==> src/rtl/exc_pkg.sv <==
`timescale 1ns/1ps
package exc_pkg;
  // Register numbers seen by move-to / move-from
  localparam int REG_FAULT_ADDR = 8;
  localparam int REG_STATUS     = 12;
  localparam int REG_CAUSE      = 13;
  localparam int REG_RET_PC     = 14;

  // Field positions inside status and cause words
  localparam int MASK_LSB  = 8;
  localparam int CODE_LSB  = 2;
  localparam int STACK_W   = 6;

  typedef enum logic [4:0] {
    EXC_INTERRUPT  = 5'd0,
    EXC_ADDR_LOAD  = 5'd4,
    EXC_ADDR_STORE = 5'd5,
    EXC_BUS_FETCH  = 5'd6,
    EXC_BUS_DATA   = 5'd7,
    EXC_SYSCALL    = 5'd8,
    EXC_BREAK      = 5'd9,
    EXC_BAD_INSTR  = 5'd10,
    EXC_OVERFLOW   = 5'd12
  } exc_code_e;
endpackage

==> src/rtl/exc_status_reg.sv <==
`timescale 1ns/1ps
module exc_status_reg #(
  parameter int IRQ_N   = 8,
  parameter int STACK_W = 6
) (
  input  logic               clk,
  input  logic               rst,
  input  logic               exc_take,
  input  logic               rfe,
  input  logic               wr_en,
  input  logic [IRQ_N-1:0]   wr_mask,
  input  logic [STACK_W-1:0] wr_stack,
  output logic [IRQ_N-1:0]   mask,
  output logic [STACK_W-1:0] stack
);
  // Exception push beats return pop beats software write.
  always_ff @(posedge clk) begin
    if (rst) begin
      mask  <= '0;
      stack <= '0;
    end else if (exc_take) begin
      stack <= {stack[STACK_W-3:0], 2'b00};
    end else if (rfe) begin
      stack <= {stack[STACK_W-1:STACK_W-2], stack[STACK_W-1:2]};
    end else if (wr_en) begin
      mask  <= wr_mask;
      stack <= wr_stack;
    end
  end

  p_push_r5: assert property (@(posedge clk) disable iff (rst)
    exc_take |=> stack == {$past(stack[STACK_W-3:0]), 2'b00});
  p_mask_hold_r5: assert property (@(posedge clk) disable iff (rst)
    (exc_take || rfe) |=> $stable(mask));
  p_pop_r6: assert property (@(posedge clk) disable iff (rst)
    (rfe && !exc_take) |=> stack == {$past(stack[STACK_W-1:STACK_W-2]), $past(stack[STACK_W-1:2])});
endmodule

==> src/rtl/exc_cause_reg.sv <==
`timescale 1ns/1ps
module exc_cause_reg #(
  parameter int IRQ_N  = 8,
  parameter int CODE_W = 5
) (
  input  logic              clk,
  input  logic              rst,
  input  logic              exc_take,
  input  logic [CODE_W-1:0] exc_code,
  input  logic              wr_en,
  input  logic [IRQ_N-1:0]  wr_pend,
  input  logic [IRQ_N-1:0]  irq_lines,
  output logic [IRQ_N-1:0]  pend,
  output logic [CODE_W-1:0] code
);
  // A write only lands when no exception touches cause in the same cycle.
  logic wr_live;
  assign wr_live = wr_en && !exc_take;

  always_ff @(posedge clk) begin
    if (rst)           code <= '0;
    else if (exc_take) code <= exc_code;
  end

  for (genvar i = 0; i < IRQ_N; i++) begin : g_pend
    always_ff @(posedge clk) begin
      if (rst)          pend[i] <= 1'b0;
      else if (wr_live) pend[i] <= wr_pend[i] | irq_lines[i];
      else              pend[i] <= pend[i] | irq_lines[i];
    end
  end

  p_code_capture_r3: assert property (@(posedge clk) disable iff (rst)
    exc_take |=> code == $past(exc_code));
  p_sticky_r7: assert property (@(posedge clk) disable iff (rst)
    !wr_live |=> (pend & $past(pend)) == $past(pend));
  p_line_sets_r7: assert property (@(posedge clk) disable iff (rst)
    1'b1 |=> (pend & $past(irq_lines)) == $past(irq_lines));
endmodule

==> src/rtl/exc_irq_gen.sv <==
`timescale 1ns/1ps
module exc_irq_gen #(
  parameter int IRQ_N = 8
) (
  input  logic             clk,
  input  logic             rst,
  input  logic [IRQ_N-1:0] pend,
  input  logic [IRQ_N-1:0] mask,
  input  logic             ie,
  output logic             irq_req
);
  always_ff @(posedge clk) begin
    if (rst) irq_req <= 1'b0;
    else     irq_req <= ie && (|(pend & mask));
  end

  p_quiet_r8: assert property (@(posedge clk) disable iff (rst)
    !ie |=> !irq_req);
endmodule

==> src/rtl/exc_ctrl_regs.sv <==
`timescale 1ns/1ps
module exc_ctrl_regs
  import exc_pkg::*;
#(
  parameter int DATA_W = 32,
  parameter int NUM_W  = 5,
  parameter int IRQ_N  = 8,
  parameter int CODE_W = 5
) (
  input  logic              clk,
  input  logic              rst,
  input  logic              mt_en,
  input  logic [NUM_W-1:0]  mt_num,
  input  logic [DATA_W-1:0] mt_data,
  input  logic [NUM_W-1:0]  mf_num,
  output logic [DATA_W-1:0] mf_data,
  input  logic              exc_req,
  input  logic [CODE_W-1:0] exc_code,
  input  logic [DATA_W-1:0] exc_pc,
  input  logic [DATA_W-1:0] exc_addr,
  input  logic              rfe,
  input  logic [IRQ_N-1:0]  irq_lines,
  output logic              irq_req
);
  localparam logic [NUM_W-1:0] N_FAULT  = NUM_W'(REG_FAULT_ADDR);
  localparam logic [NUM_W-1:0] N_STATUS = NUM_W'(REG_STATUS);
  localparam logic [NUM_W-1:0] N_CAUSE  = NUM_W'(REG_CAUSE);
  localparam logic [NUM_W-1:0] N_RETPC  = NUM_W'(REG_RET_PC);
  localparam logic [CODE_W-1:0] C_ADDR_LD = CODE_W'(EXC_ADDR_LOAD);
  localparam logic [CODE_W-1:0] C_ADDR_ST = CODE_W'(EXC_ADDR_STORE);

  // Write decode
  logic wr_status, wr_cause, wr_retpc;
  assign wr_status = mt_en && (mt_num == N_STATUS);
  assign wr_cause  = mt_en && (mt_num == N_CAUSE);
  assign wr_retpc  = mt_en && (mt_num == N_RETPC);

  logic addr_fault;
  assign addr_fault = (exc_code == C_ADDR_LD) || (exc_code == C_ADDR_ST);

  // Status
  logic [IRQ_N-1:0]   mask;
  logic [STACK_W-1:0] stack;
  exc_status_reg #(.IRQ_N(IRQ_N), .STACK_W(STACK_W)) u_status (
    .clk      (clk),
    .rst      (rst),
    .exc_take (exc_req),
    .rfe      (rfe),
    .wr_en    (wr_status),
    .wr_mask  (mt_data[MASK_LSB +: IRQ_N]),
    .wr_stack (mt_data[STACK_W-1:0]),
    .mask     (mask),
    .stack    (stack)
  );

  // Cause
  logic [IRQ_N-1:0]  pend;
  logic [CODE_W-1:0] code;
  exc_cause_reg #(.IRQ_N(IRQ_N), .CODE_W(CODE_W)) u_cause (
    .clk       (clk),
    .rst       (rst),
    .exc_take  (exc_req),
    .exc_code  (exc_code),
    .wr_en     (wr_cause),
    .wr_pend   (mt_data[MASK_LSB +: IRQ_N]),
    .irq_lines (irq_lines),
    .pend      (pend),
    .code      (code)
  );

  // Interrupt request
  exc_irq_gen #(.IRQ_N(IRQ_N)) u_irq (
    .clk     (clk),
    .rst     (rst),
    .pend    (pend),
    .mask    (mask),
    .ie      (stack[0]),
    .irq_req (irq_req)
  );

  // Return address and fault address
  logic [DATA_W-1:0] retpc_q, fault_q;
  always_ff @(posedge clk) begin
    if (rst)           retpc_q <= '0;
    else if (exc_req)  retpc_q <= exc_pc;
    else if (wr_retpc) retpc_q <= mt_data;
  end

  always_ff @(posedge clk) begin
    if (rst)                          fault_q <= '0;
    else if (exc_req && addr_fault)   fault_q <= exc_addr;
  end

  // Read words
  logic [DATA_W-1:0] status_word, cause_word;
  always_comb begin
    status_word = '0;
    status_word[MASK_LSB +: IRQ_N] = mask;
    status_word[STACK_W-1:0]       = stack;
    cause_word  = '0;
    cause_word[MASK_LSB +: IRQ_N]  = pend;
    cause_word[CODE_LSB +: CODE_W] = code;
  end

  always_ff @(posedge clk) begin
    if (rst) mf_data <= '0;
    else begin
      case (mf_num)
        N_FAULT:  mf_data <= fault_q;
        N_STATUS: mf_data <= status_word;
        N_CAUSE:  mf_data <= cause_word;
        N_RETPC:  mf_data <= retpc_q;
        default:  mf_data <= '0;
      endcase
    end
  end

  p_retpc_capture_r3: assert property (@(posedge clk) disable iff (rst)
    exc_req |=> retpc_q == $past(exc_pc));
  p_fault_hold_r4: assert property (@(posedge clk) disable iff (rst)
    !(exc_req && addr_fault) |=> $stable(fault_q));
  p_irq_raise_r8: assert property (@(posedge clk) disable iff (rst)
    (stack[0] && (|(pend & mask))) |=> irq_req);
  p_retpc_prio_r9: assert property (@(posedge clk) disable iff (rst)
    (exc_req && wr_retpc) |=> retpc_q == $past(exc_pc));
endmodule

==> config.mk <==
export PLATFORM = sky130hd
export DESIGN_NAME = exc_ctrl_regs
export DESIGN_NICKNAME = d
export VERILOG_FILES = /design/src/rtl/exc_pkg.sv /design/src/rtl/exc_status_reg.sv /design/src/rtl/exc_cause_reg.sv /design/src/rtl/exc_irq_gen.sv /design/src/rtl/exc_ctrl_regs.sv
export SDC_FILE = /design/constraint.sdc
export NUM_CORES = 1
export LEC_CHECK = 0
export BUFFER_PORTS_ARGS = -buffer_cell sky130_fd_sc_hd__buf_2
export CAP_MARGIN = 20
export CORE_MARGIN = 2
export CORE_UTILIZATION = 30
export DETAILED_ROUTE_END_ITERATION = 10
export PLACE_DENSITY = 0.58
export SETUP_SLACK_MARGIN = 0.1
export SLEW_MARGIN = 20
export SYNTH_ARGS = -nofsm -noshare
export SYNTH_HDL_FRONTEND = slang
export SYNTH_SLANG_ARGS = --single-unit
==> constraint.sdc <==
create_clock -name clk -period 1.27 [get_ports clk]
set_input_delay 0.254 -clock clk [delete_from_list [all_inputs] [get_ports clk]]
set_output_delay 0.254 -clock clk [all_outputs]
set_load 0.03 [all_outputs]
==> out/qor.csv <==
stage,metric,value,unit
global_routing,largest net degree at the start of global routing,70,
sta,worst hold slack,0.0906,ns
logic_synthesis,Post-synth EDFFs,0,
setup_path,worst-path cell chain,buf_6,
logic_synthesis,most used flip-flop cell after synthesis,dfxtp_1,
logic_synthesis,Netlist cell types,44,
global_routing,vias in the first global route,5282,
sta,Final Cycle Share,90.8,%
finish,design area,0.00778,mm2
die,row count,50,
setup_path,CP Capture Type,output pin,
run_status,outcome,finished clean,
die,die width,141,um
place,placed cell areas,0.00689,mm2
sta,max_slew headroom,62.6,%
logic_synthesis,part of the Yosys area used for sequential elements,44.2,%
finish,synthesis-to-finish area growth,38.5,%
setup_path,"Req. time, crit path",1.02,ns
sta,Achievable Freq,868,MHz
setup_path,Reg2Reg Capture Point,mf_data[3],
setup_path,worst setup path start,mf_data[15],
logic_synthesis,warnings from Yosys,0,
power,PwrDens,1360,mW/mm2
global_routing,total grt overflow,0,
finish,Final Non-Filler Cells,1046,
setup_path,"slowest stage delay, CP",0.35,ns
setup_path,CP startpoint kind,flop,
clock_network,setup bufs post-CTS,0,
finish,# fillers,1826,
setup_path,CP endpoint,mf_data[15],
clock_network,cts bufs inserted,17,
logic_synthesis,Synth Instances,649,
clock_network,number of H-tree levels,4,
setup_path,Worst path depth,1,
clock_network,CTS tree,built,
sta,skew final,0.00916,ns
die,total core area,0.0185,mm2
die,Ports,157,
setup_path,Top delay family on crit path,flip-flops,
sta,Worst-Margin Slew,0.559,ns
place,gp weighted congestion,0.831,
clock_network,CTS Buffer Depth,2,
power,leakage power,3.02,nW
power,power after layout,10.6,mW
run,max-cap violation count,0,
setup_path,CP max FO,1,
power,Max VDD drop,0.000929,V
drt,post-route ant nets,0,
setup_path,critical path type,reg2out,
finish,share of cells above drive strength 1,35.8,%
global_routing,initial antenna violation count,2,
drt,initial drt markers,383,
logic_synthesis,syn_area_per_cell,8.66,um2
die,die area,0.0198,mm2
die,Starting Density,30.3,%
setup_path,R2R Setup Slk,0.16,ns
logic_synthesis,"FFs w/ async S/R, synth",0,%
clock_network,clock latency on the worst-skew pair,0.42,ns
sta,final worst slack,0.117,ns
place,port bufs,156,
clock_network,"CTS clk-pin slew, worst paths",0.06,ns
place,Final HPWL DP,13600,um
global_routing,total track usage,19.1,%
worst_hold_path,Hold WC Path Type,in2reg,
place,Placed Instances,1012,
finish,# nets final,921,
setup_path,worst r2r path cells,3,
setup_path,Crit-path slowest cell,dfxtp_2,
sta,Final Max Slew Viols,0,
sta,Final Hold Viols,0,
setup_path,Worst Path Arrival,0.90,ns
drt,drt wl/cell,18.3,um
sta,Tmin final,1.15,ns
sta,setup tns final,0,ns
setup_path,worst r2r src,u_status.stack[3],
sta,Final Setup Violations,0,
logic_synthesis,Mapped Nets,773,
clock_network,Root Buffer,clkbuf_16,
drt,DRC viols,0,
place,pre-CTS setup slack,-0.234,ns
logic_synthesis,post-synth design cell area,0.00562,mm2
finish,Layout Utilization,42.0,%
setup_path,"Buf+Inv Stages, Crit Path",1,
clock_network,clock sink total,124,
drt,DRT Pass-1 Iters,6,
drt,vias,5720,
sta,RSZ-0062 raised after global routing,true,
drt,vias per cell,5.47,
global_routing,first-pass GRT wire length,29500,um
logic_synthesis,synthesized flop and latch total,124,
finish,most frequent cells in the layout,"123 x buf_2, 103 x dfxtp_1, 80 x nand3_1",
die,chip height,141,um
drt,Total Wirelength,19100,um
finish,"most common cell after layout, fill and taps aside",buf_2,
-- layout make-up --
class	instances	area (um2)	area share, %
antenna	2	5.00	0.0643
tap	234	293	3.76
clock buffer	20	457	5.87
multi-input combinational	410	2690	34.5
inverter	37	139	1.79
timing repair buffer	207	1480	19.0
sequential	124	2510	32.2
clock inverter	12	209	2.69
-- sequential cells by signal (all words and copies together) (netlist names) --
name            count
fault_q            32
u_irq.irq_req       1
u_status.mask       8
retpc_q            32
u_cause.pend        8
u_cause.code        5
u_status.stack      6
mf_data            32
-- tightest hold or removal path, stage by stage --
cell	delay (ns)
buf_2	0.10
inv_1	0.04
a221oi_1	0.06
-- worst min-delay path by stage --
stage	cells past startpoint	endpoint	from	slack (ns)
final	3	retpc_q[28]	exc_pc[28]	0.09
after global placement	2	fault_q[25]	fault_q[25]	0.47
after CTS	3	retpc_q[28]	exc_pc[28]	0.07
after floorplan	2	u_cause.code[0]	exc_code[0]	0.40
after detailed placement	2	mf_data[16]	fault_q[16]	0.47
after global routing	3	retpc_q[24]	exc_pc[24]	0.09
-- power by group --
| part | internal (mW) | leakage, nW | total [mW] | switching, mW |
|---|---|---|---|---|
| combinational | 0.449 | 1.68 | 1.03 | 0.578 |
| sequential | 4.02 | 1.02 | 4.12 | 0.0997 |
| clock | 3.61 | 0.318 | 5.47 | 1.86 |
-- synth_stat cells (7+ instances only) --
library cell	n	area, um2
a211oi_1	30	225
a21oi_1	48	240
a221oi_1	32	280
a31oi_1	34	213
a32oi_1	14	123
buf_2	28	140
clkbuf_1	44	165
dfxtp_1	124	2480
inv_1	37	139
mux2_2	16	180
mux2i_1	7	70.1
nand3_1	81	405
nand4_1	9	56.3
nor2_1	9	33.8
o21ai_0	69	345
o21ai_1	13	65.1
-- logic make-up (layout without fill, tap and decap cells) --
kind of cell / count (synthesis) / in the layout / share of synthesized area, %
and+or+nand+nor: 122 / 122 / 12.1
adders and majority gates: 1 / 1 / 0.200
DFF: 124 / 124 / 44.2
AOI/OAI and AO/OA: 264 / 264 / 30.4
other: 0 / 2 / 0
muxes: 23 / 23 / 4.45
buffers and inverters: 115 / 276 / 8.71
-- layer usage --
layer | global-route usage, % | up-vias | share of wire, %
li1 | - | 2776 | -
met1 | 28.5 | 2725 | 48
met2 | 28.0 | 208 | 44
met3 | 3.80 | 11 | 6.9
met4 | 5.11 | 0 | 0.98
met5 | 0 | - | 0
-- what timing repair did --
action,in CTS,in global routing
gates resized for setup,59,23
setup endpoints to repair,33,20
pin swaps,0,0
hold endpoints to repair,0,0
hold buffers,0,0
No activity file was read; power rests on OpenSTA's default activity.
